===== src/rtl/lat_sched_pkg.sv =====
package lat_sched_pkg;

  localparam int NUM_LANES = 2;
  localparam int LANE_RD = 0;
  localparam int LANE_WR = 1;

  typedef struct packed {
    logic [NUM_LANES-1:0] start;
    logic [NUM_LANES-1:0] bl8;
  } ctrlStrobes_t;

endpackage


===== src/rtl/lat_sched_ctrl.sv =====
module lat_sched_ctrl
  import lat_sched_pkg::*;
#(
  parameter int CL_W   = 3,
  parameter int AL_W   = 3,
  parameter int MIN_CL = 2,
  parameter int DEPTH  = 16
) (
  input  logic            clk,
  input  logic            rstN,
  input  logic            cmdValid,
  input  logic            cmdIsWrite,
  input  logic [CL_W-1:0] casLat,
  input  logic [AL_W-1:0] addLat,
  input  logic            burstLen8,
  output ctrlStrobes_t    strobes
);

  localparam int LAT_W = $clog2(DEPTH + 1);

  logic [LAT_W-1:0] effCl;
  logic [LAT_W-1:0] readLat;
  logic [LAT_W-1:0] writeLat;
  logic [NUM_LANES-1:0] laneStart;
  logic [NUM_LANES-1:0] laneBl8;

  always_comb begin
    effCl    = (LAT_W'(casLat) < LAT_W'(MIN_CL)) ? LAT_W'(MIN_CL) : LAT_W'(casLat);
    readLat  = effCl + LAT_W'(addLat);
    writeLat = readLat - LAT_W'(1);
  end

  for (genvar lane = 0; lane < NUM_LANES; lane++) begin : g_lane
    logic [DEPTH-1:0] tokValid;
    logic [DEPTH-1:0] tokBl8;
    logic [DEPTH-1:0] insMask;
    logic [DEPTH-1:0] shiftValid;
    logic [DEPTH-1:0] shiftBl8;
    logic [LAT_W-1:0] laneLat;
    logic             laneIns;

    always_comb begin
      laneLat    = (lane == LANE_WR) ? writeLat : readLat;
      laneIns    = cmdValid && (cmdIsWrite == (lane == LANE_WR));
      insMask    = laneIns ? (DEPTH'(1) << (laneLat - LAT_W'(1))) : '0;
      shiftValid = {1'b0, tokValid[DEPTH-1:1]};
      shiftBl8   = {1'b0, tokBl8[DEPTH-1:1]};
    end

    always_ff @(posedge clk) begin
      if (!rstN) begin
        tokValid <= '0;
        tokBl8   <= '0;
      end else begin
        tokValid <= shiftValid | insMask;
        tokBl8   <= (shiftBl8 & ~insMask) | (insMask & {DEPTH{burstLen8}});
      end
    end

    assign laneStart[lane] = tokValid[0];
    assign laneBl8[lane]   = tokBl8[0];
  end

  assign strobes.start = laneStart;
  assign strobes.bl8   = laneBl8;

  // shortest read (clamped CAS, no additive) reaches the head two edges on
  p_min_latency_r9: assert property (@(posedge clk) disable iff (!rstN)
    (cmdValid && !cmdIsWrite && readLat == LAT_W'(MIN_CL)) |=> ##1 strobes.start[LANE_RD]);

  // a write is one clock earlier than the matching read
  p_write_early_r3: assert property (@(posedge clk) disable iff (!rstN)
    (cmdValid && cmdIsWrite && readLat == LAT_W'(MIN_CL)) |=> strobes.start[LANE_WR]);

endmodule


===== src/rtl/lat_sched_lane.sv =====
module lat_sched_lane #(
  parameter int MAX_BURST = 8
) (
  input  logic               clk,
  input  logic               rstN,
  input  logic               start,
  input  logic               startBl8,
  output logic               winValid,
  output logic [$clog2(MAX_BURST)-1:0] beatRise,
  output logic [$clog2(MAX_BURST)-1:0] beatFall
);

  localparam int BEAT_W    = $clog2(MAX_BURST);
  localparam int CLK_W     = BEAT_W - 1;
  localparam int LAST_LONG = MAX_BURST / 2 - 1;
  localparam int LAST_SHRT = MAX_BURST / 4 - 1;

  logic             active;
  logic             bl8Cur;
  logic [CLK_W-1:0] clkIdx;
  logic             atLast;

  assign atLast = (clkIdx == (bl8Cur ? CLK_W'(LAST_LONG) : CLK_W'(LAST_SHRT)));

  always_ff @(posedge clk) begin
    if (!rstN) begin
      active <= 1'b0;
      bl8Cur <= 1'b0;
      clkIdx <= '0;
    end else if (start) begin
      active <= 1'b1;
      bl8Cur <= startBl8;
      clkIdx <= '0;
    end else if (active) begin
      if (atLast) begin
        active <= 1'b0;
        clkIdx <= '0;
      end else begin
        clkIdx <= clkIdx + CLK_W'(1);
      end
    end
  end

  assign winValid = active;
  assign beatRise = active ? {clkIdx, 1'b0} : '0;
  assign beatFall = active ? {clkIdx, 1'b1} : '0;

  // a start always opens a fresh window at beat 0
  p_start_opens_r5: assert property (@(posedge clk) disable iff (!rstN)
    start |=> (winValid && beatRise == '0));

  // a window closes after its last clock unless restarted
  p_window_close_r2: assert property (@(posedge clk) disable iff (!rstN)
    (winValid && !start && atLast) |=> !winValid);

  // beats advance by two per clock within a window
  p_beat_advance_r4: assert property (@(posedge clk) disable iff (!rstN)
    (winValid && !start && !atLast) |=> (winValid && beatRise == $past(beatRise) + BEAT_W'(2)));

endmodule


===== src/rtl/lat_sched_beats.sv =====
module lat_sched_beats
  import lat_sched_pkg::*;
#(
  parameter int MAX_BURST = 8
) (
  input  logic                 clk,
  input  logic                 rstN,
  input  ctrlStrobes_t         strobes,
  output logic [NUM_LANES-1:0] winValid,
  output logic [NUM_LANES-1:0][$clog2(MAX_BURST)-1:0] beatRise,
  output logic [NUM_LANES-1:0][$clog2(MAX_BURST)-1:0] beatFall
);

  for (genvar lane = 0; lane < NUM_LANES; lane++) begin : g_lane
    lat_sched_lane #(.MAX_BURST(MAX_BURST)) u_lane (
      .clk      (clk),
      .rstN     (rstN),
      .start    (strobes.start[lane]),
      .startBl8 (strobes.bl8[lane]),
      .winValid (winValid[lane]),
      .beatRise (beatRise[lane]),
      .beatFall (beatFall[lane])
    );
  end

endmodule


===== src/rtl/lat_sched.sv =====
module lat_sched
  import lat_sched_pkg::*;
#(
  parameter int CL_W      = 3,
  parameter int AL_W      = 3,
  parameter int MIN_CL    = 2,
  parameter int DEPTH     = 16,
  parameter int MAX_BURST = 8
) (
  input  logic                         clk,
  input  logic                         rstN,
  input  logic                         cmdValid,
  input  logic                         cmdIsWrite,
  input  logic [CL_W-1:0]              casLat,
  input  logic [AL_W-1:0]              addLat,
  input  logic                         burstLen8,
  output logic                         rdValid,
  output logic [$clog2(MAX_BURST)-1:0] rdBeatRise,
  output logic [$clog2(MAX_BURST)-1:0] rdBeatFall,
  output logic                         wrEnable,
  output logic [$clog2(MAX_BURST)-1:0] wrBeatRise,
  output logic [$clog2(MAX_BURST)-1:0] wrBeatFall
);

  localparam int BEAT_W = $clog2(MAX_BURST);

  ctrlStrobes_t strobes;
  logic [NUM_LANES-1:0]             winValid;
  logic [NUM_LANES-1:0][BEAT_W-1:0] beatRise;
  logic [NUM_LANES-1:0][BEAT_W-1:0] beatFall;

  lat_sched_ctrl #(
    .CL_W(CL_W), .AL_W(AL_W), .MIN_CL(MIN_CL), .DEPTH(DEPTH)
  ) u_ctrl (
    .clk        (clk),
    .rstN       (rstN),
    .cmdValid   (cmdValid),
    .cmdIsWrite (cmdIsWrite),
    .casLat     (casLat),
    .addLat     (addLat),
    .burstLen8  (burstLen8),
    .strobes    (strobes)
  );

  lat_sched_beats #(.MAX_BURST(MAX_BURST)) u_beats (
    .clk      (clk),
    .rstN     (rstN),
    .strobes  (strobes),
    .winValid (winValid),
    .beatRise (beatRise),
    .beatFall (beatFall)
  );

  assign rdValid    = winValid[LANE_RD];
  assign rdBeatRise = beatRise[LANE_RD];
  assign rdBeatFall = beatFall[LANE_RD];
  assign wrEnable   = winValid[LANE_WR];
  assign wrBeatRise = beatRise[LANE_WR];
  assign wrBeatFall = beatFall[LANE_WR];

endmodule


===== config.mk =====
export PLATFORM = sky130hd
export DESIGN_NAME = lat_sched
export DESIGN_NICKNAME = d
export VERILOG_FILES = /design/src/rtl/lat_sched_pkg.sv /design/src/rtl/lat_sched_ctrl.sv /design/src/rtl/lat_sched_lane.sv /design/src/rtl/lat_sched_beats.sv /design/src/rtl/lat_sched.sv
export SDC_FILE = /design/constraint.sdc
export NUM_CORES = 1
export LEC_CHECK = 0
export ABC_CLOCK_PERIOD_IN_PS = 3300
export BUFFER_PORTS_ARGS = -buffer_cell sky130_fd_sc_hd__buf_4
export CAP_MARGIN = 20
export CORE_MARGIN = 10
export CORE_UTILIZATION = 40
export CTS_CLUSTER_SIZE = 40
export DETAILED_ROUTE_END_ITERATION = 10
export PLACE_DENSITY = 0.54
export SETUP_SLACK_MARGIN = 0.5
export SKIP_CTS_REPAIR_TIMING = 1
export SLEW_MARGIN = 0
export SYNTH_ARGS = -nofsm -noshare
export SYNTH_HDL_FRONTEND = slang
export SYNTH_SLANG_ARGS = --single-unit

===== constraint.sdc =====
create_clock -name clk -period 3.3 [get_ports clk]
set_input_delay 0.66 -clock clk [delete_from_list [all_inputs] [get_ports clk]]
set_output_delay 0.66 -clock clk [all_outputs]
set_load 0.005 [all_outputs]

==> report_table.html, run 1 <==
<table>
<tr><th>Metric</th><th>Value</th></tr>
<tr><th colspan="2">STA</th></tr>
<tr><td>Final-layout worst hold slack</td><td>0.437 ns</td></tr>
<tr><td>Slew headroom</td><td>50.8%</td></tr>
<tr><td>Final critical delay including setup and external delays</td><td>2.69 ns</td></tr>
<tr><td>Setup Viol. Count Final</td><td>0</td></tr>
<tr><td>Final Max Slew Viols</td><td>0</td></tr>
<tr><td>Crit share post-route</td><td>81.6%</td></tr>
<tr><td>Maximum clock rate</td><td>371 MHz</td></tr>
<tr><td>Unrepaired setup endpoints after global routing</td><td>false</td></tr>
<tr><td>Final clock skew</td><td>0.00666 ns</td></tr>
<tr><td>Post-Route Setup TNS</td><td>0 ns</td></tr>
<tr><td>Endpoints failing hold</td><td>0</td></tr>
<tr><td>Measured slew at the worst slew-check pin</td><td>0.737 ns</td></tr>
<tr><th colspan="2">Pwr</th></tr>
<tr><td>Static leakage power</td><td>1.32 nW</td></tr>
<tr><td>Clock Power Share</td><td>38.9%</td></tr>
<tr><td>Relative contribution of combinational cells to total power</td><td>12.3%</td></tr>
<tr><td>Portion of total power attributed to sequential cells</td><td>48.8%</td></tr>
<tr><td>Worst IR drop on VDD</td><td>305 uV</td></tr>
<tr><td>Power per cell area</td><td>520 nW/um2</td></tr>
<tr><td>Switching part of the total</td><td>25.9%</td></tr>
<tr><td>Internal power contribution</td><td>1.35 mW</td></tr>
<tr><td>NetSw</td><td>0.471 mW</td></tr>
<tr><th colspan="2">Placed design</th></tr>
<tr><td>Cell count after placement</td><td>406</td></tr>
<tr><td>DP Wirelength</td><td>3.93 mm</td></tr>
<tr><td>Final GP Congestion</td><td>0.753</td></tr>
<tr><td>IO Port Bufs</td><td>22</td></tr>
<tr><td>Post-DP Area</td><td>3290 um2</td></tr>
<tr><th colspan="2">Final layout</th></tr>
<tr><td>Final #Nets</td><td>332</td></tr>
<tr><td>Post-route insts no fill</td><td>422</td></tr>
<tr><td>Sequential Area</td><td>1440 um2</td></tr>
<tr><td>Most common library cell in the layout ignoring fill and taps</td><td>sky130_fd_sc_hd__dfxtp_1</td></tr>
<tr><td>Post-route cell area</td><td>3500 um2</td></tr>
<tr><td>Fill cell count</td><td>738</td></tr>
<tr><td>N_diodes</td><td>0</td></tr>
<tr><td>Multi-input gate area</td><td>1460 um2</td></tr>
<tr><td>Highest-count cells in the layout ignoring fill and taps</td><td>sky130_fd_sc_hd__dfxtp_1, sky130_fd_sc_hd__nand2_1, sky130_fd_sc_hd__mux2i_1</td></tr>
<tr><td>End-of-flow core utilization</td><td>45.8%</td></tr>
<tr><td>Share of layout cells above drive strength 1</td><td>21.6%</td></tr>
<tr><td>Layout overhead on the synthesized area</td><td>12.6%</td></tr>
<tr><th colspan="2">Route</th></tr>
<tr><td>Count of vias placed by the detailed router</td><td>1960</td></tr>
<tr><td>Wire length reported by the detailed router</td><td>5.78 mm</td></tr>
<tr><td>Number of DRC markers in iteration 0</td><td>54</td></tr>
<tr><td>Routed WL per cell</td><td>13.7 um</td></tr>
<tr><td>First-pass DRT Iterations</td><td>4</td></tr>
<tr><td>Number of antenna-violating nets in the routed design</td><td>0</td></tr>
<tr><td>Vias per std cell</td><td>4.64</td></tr>
<tr><td>Number of DRC violations after detailed routing</td><td>0</td></tr>
<tr><th colspan="2">Run</th></tr>
<tr><td>Max Cap Viol</td><td>0</td></tr>
<tr><th colspan="2">Logic synthesis</th></tr>
<tr><td>Number of enable-type register cells in the synthesized netlist</td><td>0</td></tr>
<tr><td>Commonest register cell after synthesis</td><td>sky130_fd_sc_hd__dfxtp_1</td></tr>
<tr><td>Netlist area before placement</td><td>3110 um2</td></tr>
<tr><td>Post-synthesis register bit count</td><td>72</td></tr>
<tr><td>Yosys cell types</td><td>42</td></tr>
<tr><td>Portion of the post-synthesis area used by sequential elements</td><td>46.4%</td></tr>
<tr><td>Share of async-settable or async-resettable flops after synthesis</td><td>0%</td></tr>
<tr><td>Average cell area after synthesis</td><td>10.3 um2</td></tr>
<tr><td>Gate count of the mapped netlist</td><td>301</td></tr>
<tr><td>Yosys warning total</td><td>0</td></tr>
<tr><th colspan="2">Clocking</th></tr>
<tr><td>Clock latency on the worst-skew pair</td><td>0.35 ns</td></tr>
<tr><td>Maximum clock insertion buffer count</td><td>2</td></tr>
<tr><td>Worst-path clk slew</td><td>0.07 ns</td></tr>
<tr><td>Clock sink count</td><td>72</td></tr>
<tr><td>Clock tree from TritonCTS</td><td>yes</td></tr>
<tr><td>Depth of the CTS H-tree</td><td>3</td></tr>
<tr><td>CTS buffer count</td><td>9</td></tr>
<tr><td>Cell chosen for the clock root</td><td>sky130_fd_sc_hd__clkbuf_8</td></tr>
<tr><th colspan="2">Floorplan</th></tr>
<tr><td>Area of the core</td><td>7650 um2</td></tr>
<tr><td>Width of the die</td><td>108 um</td></tr>
<tr><td>Die Area</td><td>11700 um2</td></tr>
<tr><td>Initial cell density of the core</td><td>40.7%</td></tr>
<tr><td>Vertical extent of the die</td><td>108 um</td></tr>
<tr><td>IO Count</td><td>25</td></tr>
<tr><td>Std-Cell Rows</td><td>32</td></tr>
<tr><th colspan="2">GRT</th></tr>
<tr><td>Largest net degree at the start of global routing</td><td>69</td></tr>
<tr><td>First-pass GRT wire length</td><td>9.84 mm</td></tr>
<tr><td>Number of antenna violations at the first check in global routing</td><td>0</td></tr>
<tr><td>Total global-route track usage</td><td>10.7%</td></tr>
<tr><td>Via count of the first global-routing pass</td><td>1987</td></tr>
<tr><td>Overall overflow remaining after global route</td><td>0</td></tr>
<tr><th colspan="2">Setup path</th></tr>
<tr><td>Depth of the worst register-to-register path</td><td>4</td></tr>
<tr><td>CP Class</td><td>in2reg</td></tr>
<tr><td>Critical Path Sink Type</td><td>register</td></tr>
<tr><td>Cell-by-cell trace of the critical path</td><td>buf_4 -&gt; inv_1 -&gt; nor2_1 -&gt; ha_1 -&gt; inv_1 -&gt; ha_1 -&gt; fa_2 -&gt; or3b_4 -&gt; nor3_2 -&gt; mux2i_1</td></tr>
<tr><td>CP Launch Type</td><td>primary input</td></tr>
<tr><td>Biggest cell delay along the critical path</td><td>0.56 ns</td></tr>
<tr><td>Maximum fanout encountered on the critical timing path</td><td>10</td></tr>
<tr><td>Data arrival at the endpoint of the critical path</td><td>2.97 ns</td></tr>
<tr><td>Data required time of the critical path</td><td>3.57 ns</td></tr>
<tr><td>Slowest-stage cell, CP</td><td>sky130_fd_sc_hd__fa_2</td></tr>
<tr><th colspan="2">Worst hold path</th></tr>
<tr><td>Kind of path behind the tightest hold check</td><td>reg2reg</td></tr>
<tr><td>Cell depth of the worst min-delay path</td><td>2</td></tr>
<tr><th colspan="2">Outcome</th></tr>
<tr><td>Run status</td><td>finished, final reports clean</td></tr>
</table>
through the flow:
stage | power, mW | setup slack [ns]
4_1_cts | 1.84 | 0.543
2_1_floorplan | 1.09 | 0.530
3_5_place_dp | 1.13 | 0.176
5_1_grt | 1.89 | 0.506
3_3_place_gp | 1.13 | 0.165
6_report | 1.82 | 0.606
cell usage after synthesis (2+ instances only):
cell type                   n  area (um2)
sky130_fd_sc_hd__nand2b_1   6        37.5
sky130_fd_sc_hd__clkbuf_1  10        37.5
sky130_fd_sc_hd__nor3_2     7        70.1
sky130_fd_sc_hd__inv_1     14        52.6
sky130_fd_sc_hd__and2_1     4        25.0
sky130_fd_sc_hd__nor2_1    16        60.1
sky130_fd_sc_hd__a21boi_0   3        22.5
sky130_fd_sc_hd__buf_6      2        22.5
sky130_fd_sc_hd__buf_2      3        15.0
sky130_fd_sc_hd__o21ai_1    3        15.0
sky130_fd_sc_hd__xnor2_1    4        35.0
sky130_fd_sc_hd__nand4_1    3        18.8
sky130_fd_sc_hd__nor3_1     3        15.0
sky130_fd_sc_hd__ha_1       5        62.6
sky130_fd_sc_hd__nor3_4     8         130
sky130_fd_sc_hd__nand2_1   39         146
sky130_fd_sc_hd__nor2b_1    7        43.8
sky130_fd_sc_hd__o21a_1    25         188
sky130_fd_sc_hd__dfxtp_1   72        1440
sky130_fd_sc_hd__mux2i_1   33         330
sky130_fd_sc_hd__a21oi_1    3        15.0
sky130_fd_sc_hd__a21boi_1   3        22.5
sky130_fd_sc_hd__buf_4      9        67.6
sequential cells by signal, summed over array words and instances, names as in the netlist:
signal and count:
u_ctrl.g_lane.tokValid 32, u_beats.g_lane.u_lane.clkIdx 4, u_beats.g_lane.u_lane.bl8Cur 2, u_beats.g_lane.u_lane.winValid 2
u_ctrl.g_lane.tokBl8 32
cell families after synthesis:
logic type | share of synthesized area, %
AOI/OAI and AO/OA | 10.6
xor gates and xnor gates | 1.65
adders and majority gates | 2.66
buffers and inverters | 6.92
DFF | 46.4
muxes | 11.0
other | 0.121
and+or+nand+nor | 20.7
path summary, 6_finish.rpt:
| check | end | slack (ns) | start |
|---|---|---|---|
| worst min-delay path | u_ctrl.g_lane[0].tokBl8[4] | 0.44 | u_ctrl.g_lane[0].tokBl8[5] |
| worst max-delay path | u_ctrl.g_lane[0].tokBl8[11] | 0.61 | casLat[2] |
| worst min register to register | u_ctrl.g_lane[0].tokBl8[4] | 0.44 | u_ctrl.g_lane[0].tokBl8[5] |
| worst max register to register | u_beats.g_lane[1].u_lane.clkIdx[1] | 2.23 | u_beats.g_lane[1].u_lane.winValid |
worst max-delay path: cells and delay by family:
kind	cells	cell delay [ns]
fa+ha+maj	3	1.05
simple gates	3	0.81
buf+inv	3	0.24
mux	1	0.21
layout make-up:
type	instances	share of cell area, %
Inverter	14	1.50
Clock inverter	5	1.57
Multi-Input combinational cell	191	41.7
Tap cell	102	3.64
Sequential cell	72	41.2
Clock buffer	11	4.32
Timing Repair Buffer	27	6.15
per-layer routing:
layer,up-vias,track usage [%],part of all wire (%)
met5,-,0,0
met4,0,3.72,1.3
met3,8,4.52,5.4
met2,30,16.1,45
met1,903,13.4,48
li1,1019,-,-
power groups by stage:
stage                     clock [mW]  combinational [mW]  sequential [mW]
after floorplan                    0               0.181            0.908
after global placement             0               0.221            0.909
after detailed placement           0               0.220            0.909
after CTS                      0.730               0.222            0.889
after global routing           0.760               0.242            0.890
final                          0.709               0.223            0.889
Note: power is estimated with default switching activity, not from simulation.
==> run 2: changes to the inputs <==
--- a/config.mk
+++ b/config.mk
@@ -5,7 +5,7 @@
 export SDC_FILE = /design/constraint.sdc
 export NUM_CORES = 1
 export LEC_CHECK = 0
-export ABC_CLOCK_PERIOD_IN_PS = 3300
+export ABC_CLOCK_PERIOD_IN_PS = 2500
 export BUFFER_PORTS_ARGS = -buffer_cell sky130_fd_sc_hd__buf_4
 export CAP_MARGIN = 20
 export CORE_MARGIN = 10
==> constraint.sdc (replaced) <==
create_clock -name clk -period 2.5 [get_ports clk]
set_input_delay 0.5 -clock clk [delete_from_list [all_inputs] [get_ports clk]]
set_output_delay 0.5 -clock clk [all_outputs]
set_load 0.005 [all_outputs]
==> run 2 against run 1 <==
Effect of this change:
- utilization is 7.2 points higher
- register-to-register slack lost 0.81 ns
- non-clock buffer count up 19
- critical endpoint is now u_ctrl.g_lane[1].tokBl8[2]
==> report_table.html, run 2 (same netlist as run 1, synthesis figures left out) <==
<table>
<tr><th>Metric</th><th>Value</th></tr>
<tr><th colspan="2">Outcome</th></tr>
<tr><td>Run status</td><td>finished, final reports clean</td></tr>
<tr><th colspan="2">Final layout</th></tr>
<tr><td>Registers with the most flip-flops</td><td>u_ctrl.g_lane.tokBl8 x32, u_ctrl.g_lane.tokValid x32, u_beats.g_lane.u_lane.clkIdx x4</td></tr>
<tr><td>Final #Nets</td><td>351 (+5.7%)</td></tr>
<tr><td>Sequential Area</td><td>1440 um2 (unchanged)</td></tr>
<tr><td>Post-route insts no fill</td><td>440 (+4.3%)</td></tr>
<tr><td>Most common library cell in the layout ignoring fill and taps</td><td>sky130_fd_sc_hd__dfxtp_1</td></tr>
<tr><td>Multi-input gate area</td><td>1750 um2 (+20%)</td></tr>
<tr><td>N_diodes</td><td>0 (unchanged)</td></tr>
<tr><td>Fill cell count</td><td>691 (-6.4%)</td></tr>
<tr><td>Layout overhead on the synthesized area</td><td>30.5%</td></tr>
<tr><td>Highest-count cells in the layout ignoring fill and taps</td><td>sky130_fd_sc_hd__dfxtp_1, sky130_fd_sc_hd__nand2_1, sky130_fd_sc_hd__mux2i_1, sky130_fd_sc_hd__buf_4, sky130_fd_sc_hd__o21a_1</td></tr>
<tr><td>Post-route cell area</td><td>4060 um2 (+16%)</td></tr>
<tr><td>End-of-flow core utilization</td><td>53.0% (+7.2 points)</td></tr>
<tr><td>Share of layout cells above drive strength 1</td><td>35.5% (+14 points)</td></tr>
<tr><th colspan="2">Worst hold path</th></tr>
<tr><td>Kind of path behind the tightest hold check</td><td>reg2reg</td></tr>
<tr><td>Start point of the worst min-delay path</td><td>u_ctrl.g_lane[1].tokValid[1]</td></tr>
<tr><th colspan="2">Route</th></tr>
<tr><td>Number of DRC markers in iteration 0</td><td>51 (-5.6%)</td></tr>
<tr><td>Number of antenna-violating nets in the routed design</td><td>0 (unchanged)</td></tr>
<tr><td>Routed WL per cell</td><td>13.6 um (-0.65%)</td></tr>
<tr><td>First-pass DRT Iterations</td><td>4 (unchanged)</td></tr>
<tr><td>Wire length reported by the detailed router</td><td>5.98 mm (+3.6%)</td></tr>
<tr><td>Vias per std cell</td><td>4.68 (+0.80%)</td></tr>
<tr><td>Count of vias placed by the detailed router</td><td>2060 (+5.1%)</td></tr>
<tr><td>Number of DRC violations after detailed routing</td><td>0 (unchanged)</td></tr>
<tr><th colspan="2">Pwr</th></tr>
<tr><td>Worst IR drop on VDD</td><td>451 uV (+48%)</td></tr>
<tr><td>Power per cell area</td><td>676 nW/um2 (+30%)</td></tr>
<tr><td>Static leakage power</td><td>1.56 nW (+18%)</td></tr>
<tr><td>PnR Total Power</td><td>2.74 mW (+51%)</td></tr>
<tr><th colspan="2">STA</th></tr>
<tr><td>Crit share post-route</td><td>92.9%</td></tr>
<tr><td>Measured slew at the worst slew-check pin</td><td>0.649 ns (-0.0884 ns)</td></tr>
<tr><td>Unrepaired setup endpoints after global routing</td><td>true</td></tr>
<tr><td>Final clock skew</td><td>0.00725 ns (+0.000585 ns)</td></tr>
<tr><td>Slew headroom</td><td>56.7% (+5.9 points)</td></tr>
<tr><td>Setup Viol. Count Final</td><td>0 (unchanged)</td></tr>
<tr><td>Maximum clock rate</td><td>431 MHz</td></tr>
<tr><td>Final Max Slew Viols</td><td>0 (unchanged)</td></tr>
<tr><td>Final critical delay including setup and external delays</td><td>2.32 ns</td></tr>
<tr><td>Endpoints failing hold</td><td>0 (unchanged)</td></tr>
<tr><td>Final-layout worst hold slack</td><td>0.429 ns (-0.00794 ns)</td></tr>
<tr><th colspan="2">Floorplan</th></tr>
<tr><td>Area of the core</td><td>7650 um2 (unchanged)</td></tr>
<tr><td>Die Area</td><td>11700 um2 (unchanged)</td></tr>
<tr><td>Width of the die</td><td>108 um (unchanged)</td></tr>
<tr><td>Std-Cell Rows</td><td>32 (unchanged)</td></tr>
<tr><td>Initial cell density of the core</td><td>40.7% (unchanged)</td></tr>
<tr><td>Vertical extent of the die</td><td>108 um (unchanged)</td></tr>
<tr><td>IO Count</td><td>25 (unchanged)</td></tr>
<tr><th colspan="2">Setup path</th></tr>
<tr><td>RR Startpoint</td><td>u_beats.g_lane[1].u_lane.winValid</td></tr>
<tr><td>Biggest cell delay along the critical path</td><td>0.46 ns (-0.10 ns)</td></tr>
<tr><td>Data arrival at the endpoint of the critical path</td><td>2.55 ns (-0.42 ns)</td></tr>
<tr><td>CP Class</td><td>in2reg</td></tr>
<tr><td>Data required time of the critical path</td><td>2.73 ns (-0.84 ns)</td></tr>
<tr><td>Maximum fanout encountered on the critical timing path</td><td>6 (-4)</td></tr>
<tr><td>Slowest-stage cell, CP</td><td>sky130_fd_sc_hd__fa_2</td></tr>
<tr><td>Critical Path Sink Type</td><td>register</td></tr>
<tr><td>Worst path bufs/invs</td><td>4 (+1)</td></tr>
<tr><td>CP Launch Type</td><td>primary input</td></tr>
<tr><td>Critical path's top delay family</td><td>adder cells</td></tr>
<tr><td>Crit path from</td><td>casLat[2]</td></tr>
<tr><td>Most Frequent Cell on Critical Path</td><td>sky130_fd_sc_hd__ha_4</td></tr>
<tr><td>Cell-by-cell trace of the critical path</td><td>buf_12 -&gt; inv_12 -&gt; nor2_4 -&gt; ha_4 -&gt; inv_4 -&gt; ha_4 -&gt; fa_2 -&gt; buf_6 -&gt; or3b_4 -&gt; nor3_4 -&gt; o21ai_2 -&gt; mux2i_1</td></tr>
<tr><th colspan="2">Placed design</th></tr>
<tr><td>IO Port Bufs</td><td>22 (unchanged)</td></tr>
<tr><td>Post-DP Area</td><td>3560 um2 (+8.2%)</td></tr>
<tr><td>DP Wirelength</td><td>4.14 mm (+5.5%)</td></tr>
<tr><td>Final GP Congestion</td><td>0.727 (-3.4%)</td></tr>
<tr><td>Cell count after placement</td><td>418 (+3.0%)</td></tr>
<tr><th colspan="2">Clocking</th></tr>
<tr><td>Clock tree from TritonCTS</td><td>yes</td></tr>
<tr><td>Clock latency on the worst-skew pair</td><td>0.35 ns (about the same)</td></tr>
<tr><td>Cell chosen for the clock root</td><td>sky130_fd_sc_hd__clkbuf_8</td></tr>
<tr><td>Depth of the CTS H-tree</td><td>3 (unchanged)</td></tr>
<tr><td>Clock sink count</td><td>72 (unchanged)</td></tr>
<tr><td>Maximum clock insertion buffer count</td><td>2 (unchanged)</td></tr>
<tr><td>Worst-path clk slew</td><td>0.07 ns (about the same)</td></tr>
<tr><td>CTS buffer count</td><td>9 (unchanged)</td></tr>
<tr><th colspan="2">GRT</th></tr>
<tr><td>Via count of the first global-routing pass</td><td>2090 (+5.2%)</td></tr>
<tr><td>Total global-route track usage</td><td>11.1% (+0.41 points)</td></tr>
<tr><td>First-pass GRT wire length</td><td>10.1 mm (+3.1%)</td></tr>
<tr><td>Number of antenna violations at the first check in global routing</td><td>0 (unchanged)</td></tr>
<tr><td>Overall overflow remaining after global route</td><td>0 (unchanged)</td></tr>
<tr><td>Largest net degree at the start of global routing</td><td>69 (unchanged)</td></tr>
<tr><th colspan="2">Run</th></tr>
<tr><td>Max Cap Viol</td><td>0 (unchanged)</td></tr>
</table>
run 2: changes by cell type in the layout (fill, tap and decap cells not counted), moves of 4 or more:
cell                     previous run  this run
sky130_fd_sc_hd__nor3_2             7         2
sky130_fd_sc_hd__inv_1             14        10
sky130_fd_sc_hd__buf_4             26        33
sky130_fd_sc_hd__nor2_4             0        10
sky130_fd_sc_hd__buf_6              0         8
sky130_fd_sc_hd__nor2_1            16         6
sky130_fd_sc_hd__nor3_4             8        16
run 2: final timing paths:
kind         depth (start not counted)                                 end  slack (ns)
max                                 12          u_ctrl.g_lane[1].tokBl8[2]        0.18
min                                  2        u_ctrl.g_lane[1].tokValid[0]        0.43
max reg2reg                          4  u_beats.g_lane[1].u_lane.clkIdx[1]        1.42
min reg2reg                          2        u_ctrl.g_lane[1].tokValid[0]        0.43
run 2: final cells by class:
cell class,count,area share (%)
repair buffers,46,10.8
multi-input cells,191,43.1
flip-flops and latches,72,35.5
clock buffers,9,3.05
well taps,102,3.15
inverters,14,1.67
clock inverters,6,2.68
run 2: per-stage QoR:
stage | setup WS [ns] | setup TNS [ns]
5_1_grt | 0.105 | 0
6_report | 0.178 | 0
3_3_place_gp | -0.217 | -5.86
2_1_floorplan | -0.0207 | -0.0207
4_1_cts | 0.105 | 0
3_5_place_dp | -0.259 | -7.45
run 2: power breakdown:
| part | switching, mW | leakage, nW | internal [mW] |
|---|---|---|---|
| combinational | 0.278 | 0.859 | 0.217 |
| sequential | 0.00693 | 0.580 | 1.17 |
| clock | 0.419 | 0.119 | 0.655 |
run 2: layer usage:
| metal | global-route usage, % | wire length [um] | vias up |
|---|---|---|---|
| met2 | 17.5 | 2890 | 21 |
| met3 | 4.05 | 257 | 11 |
| met1 | 13.2 | 2730 | 962 |
| met5 | 0 | 0 | - |
| li1 | - | - | 1066 |
| met4 | 4.87 | 106 | 0 |
run 2: tightest hold or removal path: cells and delay by family, from the launching register on:
| family | cells | cell delay (ns) |
|---|---|---|
| buf+inv | 1 | 0.04 |
| flops | 1 | 0.30 |
| compound gates | 1 | 0.05 |
==> run 3: changes to the inputs <==
--- a/config.mk
+++ b/config.mk
@@ -8,6 +8,7 @@
 export ABC_CLOCK_PERIOD_IN_PS = 2500
 export BUFFER_PORTS_ARGS = -buffer_cell sky130_fd_sc_hd__buf_4
 export CAP_MARGIN = 20
+export CORE_ASPECT_RATIO = 1.4
 export CORE_MARGIN = 10
 export CORE_UTILIZATION = 40
 export CTS_CLUSTER_SIZE = 40
==> run 3 against run 2 <==
Effect of this change:
- sequential power about the same
- die area up 0.43%
- sequential share of layout area up 0.35 points
- first-iteration DRC count up 35%
- critical path depth unchanged
- clock skew up 0.0035 ns
- critical endpoint is now u_ctrl.g_lane[1].tokBl8[3]
==> report_table.html, run 3 (same netlist as run 1, synthesis figures left out) <==
<table>
<tr><th>Metric</th><th>Value</th></tr>
<tr><th colspan="2">Pwr</th></tr>
<tr><td>Worst IR drop on VDD</td><td>437 uV (-3.1%)</td></tr>
<tr><td>Relative contribution of combinational cells to total power</td><td>17.9% (-0.2 points)</td></tr>
<tr><td>NetSw</td><td>0.719 mW (+2.0%)</td></tr>
<tr><td>Switching part of the total</td><td>26.5% (+0.86 points)</td></tr>
<tr><td>Clock Power Share</td><td>38.8% (-0.4 points)</td></tr>
<tr><td>Static leakage power</td><td>1.55 nW (-0.47%)</td></tr>
<tr><td>Power per cell area</td><td>674 nW/um2 (-0.28%)</td></tr>
<tr><td>Internal power contribution</td><td>1.99 mW (-2.4%)</td></tr>
<tr><td>PnR Total Power</td><td>2.71 mW (-1.3%)</td></tr>
<tr><td>Portion of total power attributed to sequential cells</td><td>43.3% (+0.5 points)</td></tr>
<tr><th colspan="2">Route</th></tr>
<tr><td>Number of DRC markers in iteration 0</td><td>69 (+35%)</td></tr>
<tr><td>Number of antenna-violating nets in the routed design</td><td>0 (unchanged)</td></tr>
<tr><td>Number of DRC violations after detailed routing</td><td>0 (unchanged)</td></tr>
<tr><td>Vias per std cell</td><td>4.80 (+2.5%)</td></tr>
<tr><td>First-pass DRT Iterations</td><td>4 (unchanged)</td></tr>
<tr><td>Wire length reported by the detailed router</td><td>6.46 mm (+8.0%)</td></tr>
<tr><td>Routed WL per cell</td><td>14.8 um (+9.0%)</td></tr>
<tr><td>Count of vias placed by the detailed router</td><td>2092 (+1.6%)</td></tr>
<tr><th colspan="2">Setup path</th></tr>
<tr><td>RR Startpoint</td><td>u_beats.g_lane[1].u_lane.winValid</td></tr>
<tr><td>Critical Path Sink Type</td><td>register</td></tr>
<tr><td>Endpoint of the worst setup timing path</td><td>u_ctrl.g_lane[1].tokBl8[3]</td></tr>
<tr><td>Cell-by-cell trace of the critical path</td><td>buf_12 -&gt; inv_12 -&gt; nor2_4 -&gt; ha_4 -&gt; inv_2 -&gt; ha_4 -&gt; fa_2 -&gt; buf_4 -&gt; nand3b_4 -&gt; a2111oi_4 -&gt; mux2i_1 -&gt; nor2b_1</td></tr>
<tr><td>Data arrival at the endpoint of the critical path</td><td>2.54 ns (about the same)</td></tr>
<tr><td>Most Frequent Cell on Critical Path</td><td>sky130_fd_sc_hd__ha_4</td></tr>
<tr><td>Depth of the worst register-to-register path</td><td>4 (unchanged)</td></tr>
<tr><td>Reg2Reg Capture Point</td><td>u_beats.g_lane[1].u_lane.clkIdx[1]</td></tr>
<tr><td>Biggest cell delay along the critical path</td><td>0.62 ns (+0.16 ns)</td></tr>
<tr><td>Maximum fanout encountered on the critical timing path</td><td>7 (+1)</td></tr>
<tr><td>Slowest-stage cell, CP</td><td>sky130_fd_sc_hd__fa_2</td></tr>
<tr><td>Crit path from</td><td>casLat[2]</td></tr>
<tr><td>CP Launch Type</td><td>primary input</td></tr>
<tr><td>Register-to-register path setup slack</td><td>1.40 ns (-0.02 ns)</td></tr>
<tr><td>CP Class</td><td>in2reg</td></tr>
<tr><td>Data required time of the critical path</td><td>2.74 ns (about the same)</td></tr>
<tr><th colspan="2">Worst hold path</th></tr>
<tr><td>Kind of path behind the tightest hold check</td><td>reg2reg</td></tr>
<tr><th colspan="2">Floorplan</th></tr>
<tr><td>Area of the core</td><td>7650 um2 (about the same)</td></tr>
<tr><td>Width of the die</td><td>94.5 um (-13%)</td></tr>
<tr><td>Vertical extent of the die</td><td>124 um (+15%)</td></tr>
<tr><td>Die Area</td><td>11800 um2 (+0.43%)</td></tr>
<tr><td>Std-Cell Rows</td><td>38 (+19%)</td></tr>
<tr><td>Initial cell density of the core</td><td>40.6% (about the same)</td></tr>
<tr><td>IO Count</td><td>25 (unchanged)</td></tr>
<tr><th colspan="2">STA</th></tr>
<tr><td>Unrepaired setup endpoints after global routing</td><td>true</td></tr>
<tr><td>Post-route setup slack</td><td>0.200 ns (+0.0221 ns)</td></tr>
<tr><td>Measured slew at the worst slew-check pin</td><td>0.651 ns (+0.00155 ns)</td></tr>
<tr><td>Slew headroom</td><td>56.6% (-0.10 points)</td></tr>
<tr><td>Maximum clock rate</td><td>435 MHz (+0.96%)</td></tr>
<tr><td>Final critical delay including setup and external delays</td><td>2.30 ns (-0.0221 ns)</td></tr>
<tr><td>Endpoints failing hold</td><td>0 (unchanged)</td></tr>
<tr><td>Final-layout worst hold slack</td><td>0.434 ns (+0.00446 ns)</td></tr>
<tr><td>Final Max Slew Viols</td><td>0 (unchanged)</td></tr>
<tr><td>Crit share post-route</td><td>92.0% (-0.88 points)</td></tr>
<tr><td>Final clock skew</td><td>0.0108 ns (+0.00352 ns)</td></tr>
<tr><td>Setup Viol. Count Final</td><td>0 (unchanged)</td></tr>
<tr><th colspan="2">GRT</th></tr>
<tr><td>Number of antenna violations at the first check in global routing</td><td>0 (unchanged)</td></tr>
<tr><td>Largest net degree at the start of global routing</td><td>69 (unchanged)</td></tr>
<tr><td>Total global-route track usage</td><td>11.3% (+0.24 points)</td></tr>
<tr><td>First-pass GRT wire length</td><td>10.6 mm (+4.1%)</td></tr>
<tr><td>Overall overflow remaining after global route</td><td>0 (unchanged)</td></tr>
<tr><td>Via count of the first global-routing pass</td><td>2195 (+5.0%)</td></tr>
<tr><th colspan="2">Clocking</th></tr>
<tr><td>Clock sink count</td><td>72 (unchanged)</td></tr>
<tr><td>Clock tree from TritonCTS</td><td>yes</td></tr>
<tr><td>Clock latency on the worst-skew pair</td><td>0.35 ns (about the same)</td></tr>
<tr><td>CTS buffer count</td><td>9 (unchanged)</td></tr>
<tr><td>Worst-path clk slew</td><td>0.08 ns (about the same)</td></tr>
<tr><td>Cell chosen for the clock root</td><td>sky130_fd_sc_hd__clkbuf_8</td></tr>
<tr><td>Depth of the CTS H-tree</td><td>3 (unchanged)</td></tr>
<tr><td>Maximum clock insertion buffer count</td><td>2 (unchanged)</td></tr>
<tr><th colspan="2">Placed design</th></tr>
<tr><td>IO Port Bufs</td><td>22 (unchanged)</td></tr>
<tr><td>DP Wirelength</td><td>4.42 mm (+6.7%)</td></tr>
<tr><td>Post-DP Area</td><td>3550 um2 (-0.28%)</td></tr>
<tr><td>Worst slack at placement</td><td>-0.278 ns (-0.0195 ns)</td></tr>
<tr><td>Final GP Congestion</td><td>0.803 (+10%)</td></tr>
<tr><th colspan="2">Final layout</th></tr>
<tr><td>Final #Nets</td><td>349 (-0.57%)</td></tr>
<tr><td>Registers with the most flip-flops</td><td>u_ctrl.g_lane.tokBl8 x32, u_ctrl.g_lane.tokValid x32, u_beats.g_lane.u_lane.clkIdx x4</td></tr>
<tr><td>Layout overhead on the synthesized area</td><td>29.2%</td></tr>
<tr><td>Highest-count cells in the layout ignoring fill and taps</td><td>sky130_fd_sc_hd__dfxtp_1, sky130_fd_sc_hd__nand2_1, sky130_fd_sc_hd__buf_4</td></tr>
<tr><td>Most common library cell in the layout ignoring fill and taps</td><td>sky130_fd_sc_hd__dfxtp_1</td></tr>
<tr><td>N_diodes</td><td>0 (unchanged)</td></tr>
<tr><td>Share of layout cells above drive strength 1</td><td>34.8% (-0.68 points)</td></tr>
<tr><td>Post-route cell area</td><td>4020 um2 (-0.99%)</td></tr>
<tr><th colspan="2">Outcome</th></tr>
<tr><td>Run status</td><td>finished, final reports clean</td></tr>
<tr><th colspan="2">Run</th></tr>
<tr><td>Max Cap Viol</td><td>0 (unchanged)</td></tr>
</table>
[run 3: critical path: cells and delay by family]
kind	cells	cell delay (ns)
adders and majority gates	3	1.02
buffers and inverters	4	0.33
AOI/OAI and AO/OA	1	0.27
muxes	1	0.22
and+or+nand+nor	3	0.19
[run 3: layout make-up]
class | instances | area, um2
well taps | 100 | 125
fillers | 688 | 3640
clock buffers | 11 | 151
inverters | 14 | 65.1
clock inverters | 4 | 77.6
multi-input cells | 191 | 1730
flip-flops and latches | 72 | 1440
repair buffers | 44 | 422
[run 3: how the worst min path moves through the flow]
stage,from,slack (ns),cells after the start,to
6_report,u_ctrl.g_lane[1].tokValid[1],0.43,2,u_ctrl.g_lane[1].tokValid[0]
5_1_grt,burstLen8,0.43,3,u_ctrl.g_lane[1].tokBl8[3]
4_1_cts,burstLen8,0.43,3,u_ctrl.g_lane[1].tokBl8[3]
3_5_place_dp,u_ctrl.g_lane[1].tokValid[1],0.42,2,u_ctrl.g_lane[1].tokValid[0]
3_3_place_gp,u_ctrl.g_lane[1].tokValid[5],0.42,2,u_ctrl.g_lane[1].tokValid[4]
2_1_floorplan,u_ctrl.g_lane[1].tokValid[1],0.41,2,u_ctrl.g_lane[1].tokValid[0]
[run 3: routing by layer]
layer | track usage, % | routed length [um] | part of all wire (%) | vias to the layer above
met3 | 3.14 | 200 | 3.1 | 11
met2 | 19.4 | 3440 | 53 | 24
li1 | - | - | - | 1052
met5 | 0 | 0 | 0 | -
met4 | 5.57 | 161 | 2.5 | 0
met1 | 12.3 | 2660 | 41 | 1005
[run 3: power groups by stage]
stage	sequential (mW)	combinational (mW)	clock (mW)
after floorplan	1.20	0.295	0
after global placement	1.20	0.385	0
after detailed placement	1.20	0.391	0
after CTS	1.17	0.392	1.08
after global routing	1.18	0.517	1.13
final	1.17	0.485	1.05
[run 3: per-stage QoR]
step | TNS [ns] | util [%] | std cells
floorplan | -0.0207 | - | 302
global placement | -4.98 | 46.4 | 415
detailed placement | -7.22 | 46.4 | 415
CTS | 0 | 49.4 | 430
global route | 0 | 52.5 | 436
finish | 0 | 52.5 | 436
